$ cat src/rtl/pmg_pkg.sv
package pmg_pkg;
    typedef enum logic [1:0] {
        UPD_NONE  = 2'd0,
        UPD_WRITE = 2'd1,
        UPD_FLIP  = 2'd2
    } upd_e;

    function automatic upd_e pick_update(input logic wr, input logic inj);
        upd_e k;
        if (wr)       k = UPD_WRITE;
        else if (inj) k = UPD_FLIP;
        else          k = UPD_NONE;
        return k;
    endfunction
endpackage

$ cat src/rtl/pmg_parity_core.sv
module pmg_parity_core #(
    parameter int N = 9
) (
    input  logic [N-1:0] bits_in,
    output logic         odd_o,
    output logic         even_o
);
    localparam int LOW_N = N - 3;

    logic [N-1:0] chain;

    // running XOR chain for the odd result
    genvar g;
    generate
        for (g = 0; g < N; g++) begin : g_chain
            if (g == 0) begin : g_first
                assign chain[g] = bits_in[0];
            end else begin : g_next
                assign chain[g] = chain[g-1] ^ bits_in[g];
            end
        end
    endgenerate

    logic low_x, high_x;
    always_comb begin
        low_x  = ^bits_in[LOW_N-1:0];
        high_x = ^bits_in[N-1:LOW_N];
    end

    assign odd_o  = chain[N-1];
    assign even_o = low_x ^ ~high_x;
endmodule

$ cat src/rtl/pmg_store.sv
module pmg_store
    import pmg_pkg::*;
#(
    parameter int W      = 9,
    parameter int DEPTH  = 16,
    parameter int ADDR_W = $clog2(DEPTH)
) (
    input  logic              clk,
    input  logic              rst_n,
    input  upd_e              upd,
    input  logic [ADDR_W-1:0] addr,
    input  logic [W-1:0]      new_word,
    input  logic [W-1:0]      flip_mask,
    output logic [W-1:0]      cur_word
);
    logic [W-1:0] cells [DEPTH];

    always_ff @(posedge clk or negedge rst_n) begin
        if (!rst_n) begin
            for (int i = 0; i < DEPTH; i++) cells[i] <= '0;
        end else begin
            unique case (upd)
                UPD_WRITE: cells[addr] <= new_word;
                UPD_FLIP:  cells[addr] <= cells[addr] ^ flip_mask;
                default:   ;
            endcase
        end
    end

    assign cur_word = cells[addr];
endmodule

$ cat src/rtl/parity_mem_guard.sv
module parity_mem_guard
    import pmg_pkg::*;
#(
    parameter int DATA_W = 8,
    parameter int DEPTH  = 16,
    parameter int ADDR_W = $clog2(DEPTH)
) (
    input  logic              clk,
    input  logic              rst_n,
    input  logic              wr_en,
    input  logic              rd_en,
    input  logic              inj_en,
    input  logic [ADDR_W-1:0] addr,
    input  logic [DATA_W-1:0] wr_data,
    input  logic [DATA_W:0]   inj_mask,
    output logic [DATA_W-1:0] rd_data,
    output logic              rd_par,
    output logic              odd_out,
    output logic              even_out,
    output logic              err
);
    localparam int WORD_W = DATA_W + 1;

    upd_e              upd;
    logic [WORD_W-1:0] stored;
    logic [WORD_W-1:0] core_in;
    logic              core_odd, core_even;

    assign upd = pick_update(wr_en, inj_en);

    // one core, fed from the store on a read and from the write bus otherwise
    always_comb begin
        if (rd_en) core_in = stored;
        else       core_in = {1'b0, wr_data};
    end

    pmg_parity_core #(.N(WORD_W)) core_i (
        .bits_in (core_in),
        .odd_o   (core_odd),
        .even_o  (core_even)
    );

    pmg_store #(.W(WORD_W), .DEPTH(DEPTH), .ADDR_W(ADDR_W)) store_i (
        .clk       (clk),
        .rst_n     (rst_n),
        .upd       (upd),
        .addr      (addr),
        .new_word  ({core_odd, wr_data}),
        .flip_mask (inj_mask),
        .cur_word  (stored)
    );

    assign rd_data  = stored[DATA_W-1:0];
    assign rd_par   = stored[DATA_W];
    assign odd_out  = core_odd;
    assign even_out = core_even;
    assign err      = rd_en & core_odd;
endmodule

$ cat config.mk
export PLATFORM = sky130hd
export DESIGN_NAME = parity_mem_guard
export DESIGN_NICKNAME = d
export VERILOG_FILES = /design/src/rtl/pmg_pkg.sv /design/src/rtl/pmg_parity_core.sv /design/src/rtl/pmg_store.sv /design/src/rtl/parity_mem_guard.sv
export SDC_FILE = /design/constraint.sdc
export NUM_CORES = 1
export LEC_CHECK = 0
export ABC_CLOCK_PERIOD_IN_PS = 7600
export BUFFER_PORTS_ARGS = -buffer_cell sky130_fd_sc_hd__buf_2
export CORE_MARGIN = 1
export CORE_UTILIZATION = 55
export CTS_CLUSTER_DIAMETER = 120
export CTS_CLUSTER_SIZE = 12
export DETAILED_ROUTE_END_ITERATION = 7
export GPL_TIMING_DRIVEN = 0
export PLACE_DENSITY = 0.73
export SLEW_MARGIN = 20
export SYNTH_ARGS = -nofsm -noshare
export SYNTH_HDL_FRONTEND = slang
export SYNTH_SLANG_ARGS = --single-unit
export TNS_END_PERCENT = 20
$ cat constraint.sdc
create_clock -name clk -period 7.6 [get_ports clk]
set_input_delay 1.14 -clock clk [delete_from_list [all_inputs] [get_ports clk]]
set_output_delay 1.14 -clock clk [all_outputs]
set_load 0.005 [all_outputs]
==> results.md <==
* Status: complete, no violations
* Mapped Nets at 539
* Vias in the first global route at 4607
* Initial antenna violation count at 0
* Clock slew seen by the registers of the worst setup and hold paths at 0.06 ns
* Switching share of power at 27.7%
* Die area at 13100 um2
* Most frequent CP cell: buf_2
* Clk_lat worst skew at 0.43 ns
* Final Cycle Share at 69.0%
* Minimum clock period at 5.24 ns
* Clk root buf: clkbuf_16
* Wire per inst at 22.6 um
* Comb power frac at 26.6%
* CTS Buffer Depth at 2
* Crit path capture type: primary output
* I/O Pins at 38
* Relative slew slack at 31.6%
* Vias/cell at 5.96
* RSZ-0062 raised after global routing: no
* Largest registers: store_i.cells x144
* Area Overhead vs Synth at 14.1%
* Max stage delay on crit path at 0.41 ns
* P_int at 1.88 mW
* Fillers at 925
* Slowest-stage cell, CP: mux2_2
* NumNets Final at 595
* Syn Inst Count at 513
* GR Layer Usage met2 at 44.8%
* Setup bufs post-CTS at 0
* Ys async rst share at 100%
* WHS at 0.489 ns
* Register bit count reported by yosys at 144
* First-pass GRT wire length at 26.4 mm
* Worst R2R Path Depth at 9
* PwrDens at 329 nW/um2
* TritonCTS clock tree: yes
* Sink Count at 144
* Worst hold path type: flip-flop to flip-flop
* Routed WL at 16.9 mm
* Met3 Resource Use GR at 6.25%
* Cell type with the highest aggregate area in the netlist: dfrtp_1
* P_leak at 3.42 nW
* Sequential power share at 42.9%
* Netlist Area Pre-Place at 6930 um2
* Slew @ Worst Pin at 1.02 ns
* Placement Rows at 40
* Via Count at 4453
* Max cap viols at 0
* Share of cells above drive strength 1 at 39.0%
* Hold Path End: store_i.cells[20]$_DFFE_PN0P_
* Fin area at 7910 um2
* Sw Pwr at 722 uW
* CP arrival at 4.10 ns
* Crit path cell chain: clkbuf_1 -> buf_4 -> buf_2 -> buf_2 -> mux2_2 -> xnor2_1 -> nand2_1 -> a31oi_1 -> xor2_1 -> xnor2_2 -> nor2b_1 -> buf_2
* Clock skew at 0.00757 ns
* Die Height at 114 um
* Initial detailed-routing violation count at 258
* Die X at 114 um
* Final ANT Viol Nets at 0
* Avg Inst Size Synth at 13.5 um2
* Reg with most FFs: store_i.cells
* Sequential fraction of the synthesis area at 52.0%
* Critical path class: input port to primary output
* Most common cell after layout, fill and taps aside: dfrtp_1
* Placer congestion estimate at 0.815
* Yosys top cell area share at 52.0%
* Worst Path Buf+Inv at 5
* Fin. Hold Viols at 0
* Synth area leaders: dfrtp_1, mux2_2, mux4_2
* H-Tree Depth at 4
* Diode count at 0
* Busiest grt layer: met2
* Placed cell areas at 7360 um2
* Grt total ovfl at 0
* Number of flops mapped to enable cells by yosys at 0
* Core box area at 12200 um2
* CP Launch Type: input port
* Most used flip-flop cell after synthesis: dfrtp_1
* Dpl hpwl at 11.0 mm
* Fmax at 0.191 GHz
* Setup_tns at 0 ns
* I/O Buffers at 36
* Final Power at 2.60 mW
* Met1 Use GR at 39.5%
* Pin count of the biggest net entering global routing at 93
* PostCTS Resize Cnt at 0
* R2r endpoint: store_i.cells[53]$_DFFE_PN0P_
* Drt first pass iters at 5
* Final setup vio count at 0
* Slew Viols, Final at 0
* Clock Power Share at 30.5%
* CP Depth at 12
* Worst path top cell family by delay: buffers and inverters
* Clock buffer count from CTS at 17
* Initial core utilization at 57.0%
* R2R setup slack at 4.20 ns
* Crit-path max FO at 10
* Hold path startpoint: store_i.cells[20]$_DFFE_PN0P_
* Worst Path Required at 6.46 ns
* Reg2Reg Launch Point: store_i.cells[73]$_DFFE_PN0P_
* Peak VDD IR at 234 uV
* Total GRT Usage at 28.6%
* Post-synthesis cell type count at 32
* Most frequent cells in the layout: dfrtp_1, mux2_2, buf_2, nor2_1, mux4_2
* YS warnings at 0
* DRC Markers at 0
* Number of flip-flops in the largest register at 144
* # hold bufs at CTS at 0
* Worst hold path cell count at 2
==> worst reg2reg max path, cell delays in order, from the launching register on <==
cell     delay, ns
dfrtp_1       0.37
mux4_4        0.61
mux4_2        0.53
xnor3_1       0.43
mux2i_1       0.20
xor2_1        0.36
xnor2_2       0.19
a21oi_2       0.16
buf_6         0.17
mux2_2        0.26
==> metrics by stage <==
| step | setup WS [ns] | cells | utilization (%) |
|---|---|---|---|
| detailed placement | 2.39 | 718 | 60.5 |
| CTS | 2.39 | 747 | 65.1 |
| floorplan | 3.12 | 513 | - |
| finish | 2.36 | 747 | 65.1 |
| global route | 2.22 | 747 | 65.1 |
| global placement | 2.41 | 717 | 60.2 |
==> cells in the mapped netlist, types with 4 or more instances <==
cell        n
mux4_2     31
nand2_1    26
dfrtp_1   144
mux2i_1    22
mux2_2    114
xnor2_1    17
buf_2       6
o21ai_0    16
buf_6       4
buf_1       9
a22oi_1     8
nor2_1     41
clkbuf_1   18
xor2_1      5
a21oi_1    26
==> power groups by stage <==
| stage | clock network [mW] | logic [mW] | registers, mW |
|---|---|---|---|
| floorplan | 0 | 0.524 | 1.09 |
| global placement | 0 | 0.663 | 1.11 |
| detailed placement | 0 | 0.691 | 1.12 |
| CTS | 0.801 | 0.694 | 1.11 |
| global route | 0.829 | 0.750 | 1.14 |
| finish | 0.794 | 0.691 | 1.12 |
==> cell type report <==
type                            instances  area (um2)  area share, %
Tap cell                              168         210           2.66
Clock buffer                           22         464           5.87
Multi-Input combinational cell        328        3130           39.5
Timing Repair Buffer                   37         218           2.75
Sequential cell                       144        3600           45.5
Buffer                                 40         199           2.51
Clock inverter                          7        87.6           1.11
Inverter                                1        3.75         0.0474
==> cell families after synthesis <==
logic type | share of synthesized area [%]
buf+inv | 2.92
compound gates | 4.48
xor+xnor | 3.34
flops | 52.0
simple gates | 4.80
mux | 32.5
==> worst max-delay path by stage <==
stage               startpoint  endpoint  slack [ns]
floorplan              addr[1]       err        3.12
global route           addr[1]       err        2.22
finish                 addr[1]       err        2.36
detailed placement     addr[1]       err        2.39
CTS                    addr[1]       err        2.39
global placement       addr[1]       err        2.41
==> per-layer routing <==
layer  routed length [um]  up-vias
li1                     -     1956
met1                 7490     2313
met2                 7940      150
met3                  994       34
met4                  429        0
met5                    0        -
Note: power is estimated with default switching activity, not from simulation.
